<file path="src/rtl/lrsc_pkg.sv">
// Shared request encoding for the reservation monitor.
// Assumes a 2-bit kind field on the request port.
package lrsc_pkg;
    typedef enum logic [1:0] {
        REQ_LOAD  = 2'b00,
        REQ_LR    = 2'b01,
        REQ_STORE = 2'b10,
        REQ_SC    = 2'b11
    } req_kind_e;
endpackage

</file>
<file path="src/rtl/lrsc_slot.sv">
// One reservation entry: valid bit, granule and owning context.
// Assumes set_i and clr_i are never high in the same cycle.
module lrsc_slot #(
    parameter int GW    = 28,
    parameter int CTX_W = 3
) (
    input  logic             clk,
    input  logic             rst_n,
    input  logic             set_i,
    input  logic             clr_i,
    input  logic [GW-1:0]    gran_i,
    input  logic [CTX_W-1:0] ctx_i,
    output logic             vld_o,
    output logic             gran_hit_o,
    output logic             ctx_hit_o
);
    logic             vld_q;
    logic [GW-1:0]    gran_q;
    logic [CTX_W-1:0] ctx_q;

    // Capture a new reservation or drop the current one.
    always_ff @(posedge clk) begin
        if (!rst_n) begin
            vld_q  <= 1'b0;
            gran_q <= '0;
            ctx_q  <= '0;
        end else if (set_i) begin
            vld_q  <= 1'b1;
            gran_q <= gran_i;
            ctx_q  <= ctx_i;
        end else if (clr_i) begin
            vld_q  <= 1'b0;
        end
    end

    // Compare the incoming request with the held reservation.
    always_comb begin
        vld_o      = vld_q;
        gran_hit_o = vld_q && (gran_q == gran_i);
        ctx_hit_o  = vld_q && (ctx_q == ctx_i);
    end

    assert_clear_drops_R5: assert property (@(posedge clk) disable iff (!rst_n)
        (clr_i && !set_i) |=> !vld_o);
    assert_set_holds_R2: assert property (@(posedge clk) disable iff (!rst_n)
        set_i |=> (vld_o && ctx_hit_o == ($past(ctx_i) == ctx_i)));
endmodule

</file>
<file path="src/rtl/lrsc_alloc.sv">
// Chooses the entry a load-reserved writes: the context's own entry first,
// then the lowest free entry, then the round-robin pointer when the table is full.
// Assumes own_i has at most one bit set.
module lrsc_alloc #(
    parameter int ENTRIES = 4,
    parameter int PTR_W   = 2
) (
    input  logic               clk,
    input  logic               rst_n,
    input  logic               alloc_i,
    input  logic [ENTRIES-1:0] vld_i,
    input  logic [ENTRIES-1:0] own_i,
    output logic [ENTRIES-1:0] sel_o
);
    logic [PTR_W-1:0] ptr_q;
    logic [PTR_W-1:0] own_idx, free_idx;
    logic             has_own, has_free, evict;

    // Find the lowest owned entry and the lowest free entry.
    always_comb begin
        has_own  = 1'b0;
        has_free = 1'b0;
        own_idx  = '0;
        free_idx = '0;
        for (int i = ENTRIES - 1; i >= 0; i--) begin
            if (own_i[i]) begin
                has_own = 1'b1;
                own_idx = PTR_W'(i);
            end
            if (!vld_i[i]) begin
                has_free = 1'b1;
                free_idx = PTR_W'(i);
            end
        end
    end

    // Produce the one-hot target entry by priority.
    always_comb begin
        sel_o = '0;
        if (has_own)       sel_o[own_idx]  = 1'b1;
        else if (has_free) sel_o[free_idx] = 1'b1;
        else               sel_o[ptr_q]    = 1'b1;
    end

    assign evict = alloc_i && !has_own && !has_free;

    // Step the replacement pointer after each overwrite of a full table.
    always_ff @(posedge clk) begin
        if (!rst_n)
            ptr_q <= '0;
        else if (evict)
            ptr_q <= (ptr_q == PTR_W'(ENTRIES - 1)) ? '0 : ptr_q + 1'b1;
    end

    assert_sel_onehot_R9: assert property (@(posedge clk) disable iff (!rst_n)
        $countones(sel_o) == 1);
    assert_ptr_steps_R9: assert property (@(posedge clk) disable iff (!rst_n)
        evict |=> (ptr_q != $past(ptr_q)));
    assert_ptr_idle_R9: assert property (@(posedge clk) disable iff (!rst_n)
        !evict |=> $stable(ptr_q));
endmodule

</file>
<file path="src/rtl/lrsc_monitor.sv">
// Reservation monitor for load-reserved / store-conditional pairs.
// Decides per request whether a write may proceed and whether a
// store-conditional succeeded; results are combinational in the request cycle.
// Assumes one request per cycle and that the port is always ready.
module lrsc_monitor
    import lrsc_pkg::*;
#(
    parameter int ADDR_W    = 32,
    parameter int CTX_W     = 3,
    parameter int ENTRIES   = 4,
    parameter int GRAN_BITS = 4
) (
    input  logic              clk,
    input  logic              rst_n,
    input  logic              req_valid,
    output logic              req_ready,
    input  logic [1:0]        req_kind,
    input  logic [ADDR_W-1:0] req_addr,
    input  logic [CTX_W-1:0]  req_ctx,
    output logic              wr_en,
    output logic              sc_result
);
    localparam int GW    = ADDR_W - GRAN_BITS;
    localparam int PTR_W = (ENTRIES > 1) ? $clog2(ENTRIES) : 1;

    req_kind_e          kind;
    logic [GW-1:0]      gran;
    logic [ENTRIES-1:0] slot_vld, gran_hit, ctx_hit, sel, set_vec, clr_vec;
    logic               is_lr, is_any_store, sc_pass;

    // Decode the request.
    always_comb begin
        kind         = req_kind_e'(req_kind);
        gran         = req_addr[ADDR_W-1:GRAN_BITS];
        is_lr        = req_valid && (kind == REQ_LR);
        is_any_store = req_valid && ((kind == REQ_STORE) || (kind == REQ_SC));
    end

    // Form the write decision and the conditional-store result.
    always_comb begin
        req_ready = 1'b1;
        sc_pass   = |(gran_hit & ctx_hit);
        sc_result = req_valid && (kind == REQ_SC) && sc_pass;
        wr_en     = req_valid && ((kind == REQ_STORE) || ((kind == REQ_SC) && sc_pass));
        set_vec   = sel & {ENTRIES{is_lr}};
        clr_vec   = gran_hit & {ENTRIES{is_any_store}};
    end

    lrsc_alloc #(.ENTRIES(ENTRIES), .PTR_W(PTR_W)) u_alloc (
        .clk    (clk),
        .rst_n  (rst_n),
        .alloc_i(is_lr),
        .vld_i  (slot_vld),
        .own_i  (ctx_hit),
        .sel_o  (sel)
    );

    for (genvar g = 0; g < ENTRIES; g++) begin : g_slot
        lrsc_slot #(.GW(GW), .CTX_W(CTX_W)) u_slot (
            .clk       (clk),
            .rst_n     (rst_n),
            .set_i     (set_vec[g]),
            .clr_i     (clr_vec[g]),
            .gran_i    (gran),
            .ctx_i     (req_ctx),
            .vld_o     (slot_vld[g]),
            .gran_hit_o(gran_hit[g]),
            .ctx_hit_o (ctx_hit[g])
        );
    end

    assert_empty_sc_fails_R6: assert property (@(posedge clk) disable iff (!rst_n)
        (req_valid && req_kind == 2'b11 && slot_vld == '0) |-> (!wr_en && !sc_result));
    assert_store_writes_R5: assert property (@(posedge clk) disable iff (!rst_n)
        (req_valid && req_kind == 2'b10) |-> (wr_en && !sc_result));
    assert_load_keeps_table_R10: assert property (@(posedge clk) disable iff (!rst_n)
        (req_valid && req_kind == 2'b00) |=> $stable(slot_vld));
    assert_load_no_write_R10: assert property (@(posedge clk) disable iff (!rst_n)
        (req_valid && req_kind == 2'b00) |-> (!wr_en && !sc_result));
    assert_idle_quiet_R11: assert property (@(posedge clk) disable iff (!rst_n)
        !req_valid |-> (!wr_en && !sc_result));
    assert_success_writes_R2: assert property (@(posedge clk) disable iff (!rst_n)
        sc_result |-> wr_en);
    assert_one_per_ctx_R8: assert property (@(posedge clk) disable iff (!rst_n)
        is_lr |=> ($countones(ctx_hit) <= 1));
endmodule

</file>
<file path="config.mk">
export PLATFORM = sky130hd
export DESIGN_NAME = lrsc_monitor
export DESIGN_NICKNAME = d
export VERILOG_FILES = /design/src/rtl/lrsc_pkg.sv /design/src/rtl/lrsc_slot.sv /design/src/rtl/lrsc_alloc.sv /design/src/rtl/lrsc_monitor.sv
export SDC_FILE = /design/constraint.sdc
export NUM_CORES = 1
export LEC_CHECK = 0
export BUFFER_PORTS_ARGS = -buffer_cell sky130_fd_sc_hd__buf_4
export CORE_MARGIN = 3
export CORE_UTILIZATION = 60
export DETAILED_ROUTE_END_ITERATION = 10
export PLACE_DENSITY = 0.81
export SLEW_MARGIN = 20
export SYNTH_ARGS = -nofsm -noshare
export SYNTH_HDL_FRONTEND = slang
export SYNTH_SLANG_ARGS = --single-unit
</file>
<file path="constraint.sdc">
create_clock -name clk -period 3.84 [get_ports clk]
set_input_delay 0.768 -clock clk [delete_from_list [all_inputs] [get_ports clk]]
set_output_delay 0.768 -clock clk [all_outputs]
set_load 0.05 [all_outputs]
</file>
Yosys cells after proc, flatten, opt, wreduce, memory -nomap -nowiden
Index checks and enable logic that the tools add are counted.
{"block": "totals", "register_bits": 130, "input_bits": 40, "out_inout_bits": 3, "word_cells": 96}
{"block": "op_classes", "n_addsub": 1, "order_cmp": 6, "n_eq_ne": 12, "muxes": 33, "n_bitwise": 3, "reduce_logical": 28}
{"cell": "28-bit == test", "n": 4}
{"cell": "1-bit logical AND", "n": 19}
{"cell": "1-bit two-way mux", "n": 19}
{"cell": "2-bit two-way mux", "n": 9}
{"cell": "4-bit bitwise AND", "n": 3}
{"cell": "3-bit == test", "n": 4}
{"cell": "2-bit by 3-bit less-than comparator with 1-bit output (second input constant)", "n": 3}
{"cell": "4-bit two-way mux", "n": 2}
{"cell": "2-bit nonzero test", "n": 4}
{"cell": "1-bit demux with 2-bit select", "n": 3}
{"cell": "2-bit == test (second input constant)", "n": 3}
{"cell": "2-bit by 1-bit greater-or-equal comparator with 1-bit output (second input constant)", "n": 3}
{"cell": "4-bit OR reduction", "n": 1}
{"cell": "2-bit by 1-bit adder with 2-bit output (second input constant)", "n": 1}
{"cell": "2-bit by 1-bit == test with 1-bit output (second input constant)", "n": 1}
{"cell": "1-bit zero test", "n": 2}
{"cell": "1-bit logical OR", "n": 2}

Logic depth before layout (Yosys ltp)
{"block": "depth", "ltp_word": 13, "depth_mapped": 9, "depth_no_buf": 8}

By module
A second synthesis with hierarchy kept.
{"block": "hier_totals", "hier_cells": 634, "area_unflattened_um2": 6552.5}
{"module": "lrsc_slot", "instances": 4, "cells_per_inst": 146, "area_each_um2": 1544.0, "seq_area_each_um2": 640.6}
{"module": "lrsc_alloc", "instances": 1, "cells_per_inst": 33, "area_each_um2": 265.3, "seq_area_each_um2": 40.0}
{"module": "lrsc_monitor", "instances": 1, "cells_per_inst": 17, "area_each_um2": 111.4, "seq_area_each_um2": 0.0}

Worst setup path before layout
No wires, ideal clock.
{"block": "synth_timing", "path_type": "in2out", "startpoint": "input req_addr[31]", "endpoint": "output wr_en", "arrival_ps": 2815, "required_ps": 3072, "setup_slack_ps": 257, "path_stages": 7, "path_buffers": 1, "cell_sequence": "clkbuf_1 -> xnor2_1 -> nand4_1 -> nor4_1 -> nor2b_1 -> nand4_1 -> a41oi_1"}
{"block": "synth_via", "elab_chain_len": 7, "word_cells_on_any_way": 13, "cone_classes": "eq/ne: 4; bitwise: 1; reduce/logical: 8"}
{"item": "from (decl)", "line_no": "lrsc_monitor.sv:18", "text": "input logic [ADDR_W-1:0] req_addr,"}
{"item": "28-bit == test", "line_no": "lrsc_slot.sv:39", "text": "gran_hit_o = vld_q && (gran_q == gran_i);"}
{"item": "1-bit logical AND", "line_no": "lrsc_slot.sv:39"}
{"item": "4-bit bitwise AND *", "line_no": "lrsc_monitor.sv:42", "text": "sc_pass = |(gran_hit & ctx_hit);"}
{"item": "4-bit OR reduction *", "line_no": "lrsc_monitor.sv:42"}
{"item": "1-bit logical AND *", "line_no": "lrsc_monitor.sv:44", "text": "wr_en = req_valid && ((kind == REQ_STORE) || ((kind == REQ_SC) && sc_pass));"}
{"item": "1-bit logical OR *", "line_no": "lrsc_monitor.sv:44"}
{"item": "1-bit logical AND *", "line_no": "lrsc_monitor.sv:44"}
{"item": "to (decl)", "line_no": "lrsc_monitor.sv:20", "text": "output logic wr_en,"}
Mark *: on every way between the ends. The rest lies on a longest branch, timed or not.

Worst setup path after layout
{"block": "layout_timing", "startpoint": "input req_addr[16]", "endpoint": "output wr_en"}
The elaborated chain is that of the path after synthesis.

==> impl_results.md <==
* Vias in the first global route at 4409
* Initial drt markers at between 200 and 250
* Routed WL at around 14000 microns
* Detailed-route wire length per cell at around 17 microns
* Cells resized by post-CTS repair at 0
* Critical path fanouts, max at 8
* Mapped Area at roughly 6700 sq um
* Die width at about 110 microns
* Initial core utilization at about 63%
* Worst-margin pin slew at just under 1 ns
* Total grt overflow at 0
* Peak VDD IR at 0.000528 V
* Yosys cell types at 36
* Min-Delay Path Class: reg2reg
* Power Density at around 440 nW/um^2
* Worst Hold Depth at 2
* Setup slack after layout at approximately 0.43 ns
* Critical path's largest stage delay at about 0.45 ns
* First-pass GRT wire length at approximately 23000 microns
* Pin count of the biggest net entering global routing at between 100 and 150
* Syn avg cell area at 10.1 sq um
* Area delta synth->final at 12.8%
* FFs w/ async S/R, synth at 0%
* Post-Synthesis Cells at around 660
* Critical R2R Capture: g_slot[0].u_slot.gran_q[16]
* Placed cells at a little under 800
* Sequential share of the synthesized area at 39.0%
* WP data required at 3.07 ns
* Reg-to-reg setup timing slack at approximately 1.5 ns
* Crit start category: input pin
* Fmax at between 200 and 300 MHz
* CTS Buffer Depth at 2
* Residual DRC count at 0
* Routed Antenna Nets at 0
* Dpl hpwl at 9400 microns
* Critical path endpoint: wr_en
* Synth Warn # at 0
* Clock root cell: clkbuf_8
* Tmin final at ~3.4 ns
* Finished Layout Cells at just over 800
* Multi-input logic area at about 3700 sq um
* Router iterations before antenna repair at 4
* Slew Viols, Final at 0
* Share of cells above drive strength 1 at approximately an eighth
* Max_cap viols at 0
* Setup Skew at 0.00466 ns
* CTS H-tree lvls at 4
* CTS tree: built
* Met2 Use GR at 37.7%
* Total power draw at around 3.3 mW
* Critical path origin: req_addr[16]
* Setup Buffers After CTS at 0
* # diodes at 0
* Critical Path Slowest Stage Cell: nor4_1
* Worst-path cell chain: buf_4, xnor2_1, nand4_1, nor4_1, nand4_1, o22a_1, a41oi_1, buf_4
* I/O pins at 43
* Register area at 2600 sq um
* Post-synth top flop: dfxtp_1
* Number of buffers created by CTS at 17
* Die height at roughly 110 microns
* Number of port buffers at 37
* Rows at 37
* Critical Path AT at 2.64 ns
* GP Congestion at roughly 0.87
* FF-to-FF Start: u_alloc.ptr_q[0]
* Initial antenna violation count at 0
* GR met3 Demand/Resource at ~5.4%
* Cts hold-fix bufs at 0
* Leakage at approximately 2.4 nW
* Path type of the worst setup path: in2out
* Hold Vio Cnt, Final at 0
* # fillers at slightly below 800
* Setup repair after global routing missed its margin: false
* Fin crit share at 88.7%
* Vias per cell at ~5.4
* Critical path capture point type: primary output
* GR Util All Layers at between 20% and 30%
* Post-synth EDFFs at 0
* Setup-failing EPs final at 0
* GR Layer Usage met1 at between 20 and 30%
* Sink Count at 130
* Via Count at approximately 4500
* Core area at 10600 sq um
* FF+latch count, synth at 130
* Clk slew on worst S/H paths at roughly 0.060 ns
* Status: finished clean
* Die area at between 10000 and 15000 sq um
* Rel. slew slack at ~34%
* Post-place setup slack at 0.447 ns
* Worst R2R Path Depth at 9
* Setup TNS at 0 ns
* GR peak layer: met2
* Worst-skew pair later-pin latency at between 0.5 and 0.6 ns
* Synth Net Count at a little over 700
* Nets at between 700 and 800
## critical path, delay by kind of cell
| kind | cells | cell delay [ns] |
|---|---|---|
| xor+xnor | 1 | 0.18 |
| compound gates | 2 | 0.49 |
| simple gates | 3 | 0.82 |
| buf+inv | 2 | 0.37 |
## synthesized netlist by cell type, drive strengths merged, types with 2 or more instances
cell type / instances / area (sq um)
nor4: 13 / 81.3
nand4: 28 / 194
nand2: 14 / 52.6
a21oi: 5 / 32.5
nor2b: 126 / 788
dfxtp: 130 / 2600
buf: 18 / 163
inv: 11 / 41.3
xnor2: 88 / 771
xor2: 30 / 263
o21a: 8 / 60.1
clkbuf: 40 / 150
nor2: 2 / 7.51
mux2i: 126 / 1260
ha: 4 / 50.1
o21ai: 3 / 15.0
nand3: 5 / 30.0
## state kept, by name, summed over array words and instances (netlist names)
name	count
g_slot.u_slot.gran_q	112
g_slot.u_slot.ctx_q	12
g_slot.u_slot.vld_o	4
u_alloc.ptr_q	2
## worst min-delay path by stage
stage	slack, ns	startpoint	to
floorplan	0.48	g_slot[0].u_slot.gran_q[1]	g_slot[0].u_slot.gran_q[1]
global placement	0.50	g_slot[0].u_slot.gran_q[1]	g_slot[0].u_slot.gran_q[1]
detailed placement	0.51	g_slot[0].u_slot.gran_q[1]	g_slot[0].u_slot.gran_q[1]
CTS	0.53	g_slot[2].u_slot.gran_q[1]	g_slot[2].u_slot.gran_q[1]
global route	0.55	g_slot[0].u_slot.gran_q[25]	g_slot[0].u_slot.gran_q[25]
finish	0.52	g_slot[2].u_slot.gran_q[1]	g_slot[2].u_slot.gran_q[1]
## cell families after synthesis
logic type      after synthesis  share of synthesized area [%]
flops                       130                           39.0
other cells                   1                         0.0562
fa+ha+maj                     4                          0.750
simple gates                191                           17.6
xor+xnor                    118                           15.5
compound gates               25                           2.94
buf+inv                      69                           5.30
mux                         126                           18.9
## where the power goes
part / internal, mW / total, mW / leakage (nW) / switching, mW
combinational: 0.115 / 0.247 / 1.03 / 0.132
sequential: 1.36 / 1.37 / 1.05 / 0.0101
clock: 1.07 / 1.66 / 0.301 / 0.595
total: 2.55 / 3.28 / 2.38 / 0.737
## final cells by class
| class | instances | area share [%] |
|---|---|---|
| inverters | 11 | 0.548 |
| repair buffers | 45 | 4.82 |
| well taps | 136 | 2.26 |
| clock inverters | 14 | 2.47 |
| multi-input cells | 465 | 49.7 |
| flip-flops and latches | 130 | 34.5 |
| clock buffers | 18 | 5.68 |
## per-layer routing
layer  up-vias  share of wire, %
li1       2218                 -
met2        95                48
met5         -                 0
met3        19               5.4
met4         0               1.3
met1      2124                45
## cells in the final DEF, fill, tap and decap left out, types with 5 or more instances in the layout
cell         n
nand4_1     25
inv_1       11
mux2i_1    126
nor2b_1    126
xnor2_1     88
nand2_1     14
xor2_1      30
buf_4       43
o21a_1       8
nor4_1      13
clkbuf_16   16
dfxtp_1    130
clkinv_2     5
## per-stage QoR
stage	instance area (sq um)	utilization, %	hold slack, ns
floorplan	6680	-	0.483
global placement	6920	65.6	0.497
detailed placement	6920	65.6	0.510
CTS	7530	71.4	0.530
global route	7530	71.4	0.547
finish	7530	71.4	0.522
No activity file was read; power rests on OpenSTA's default activity.
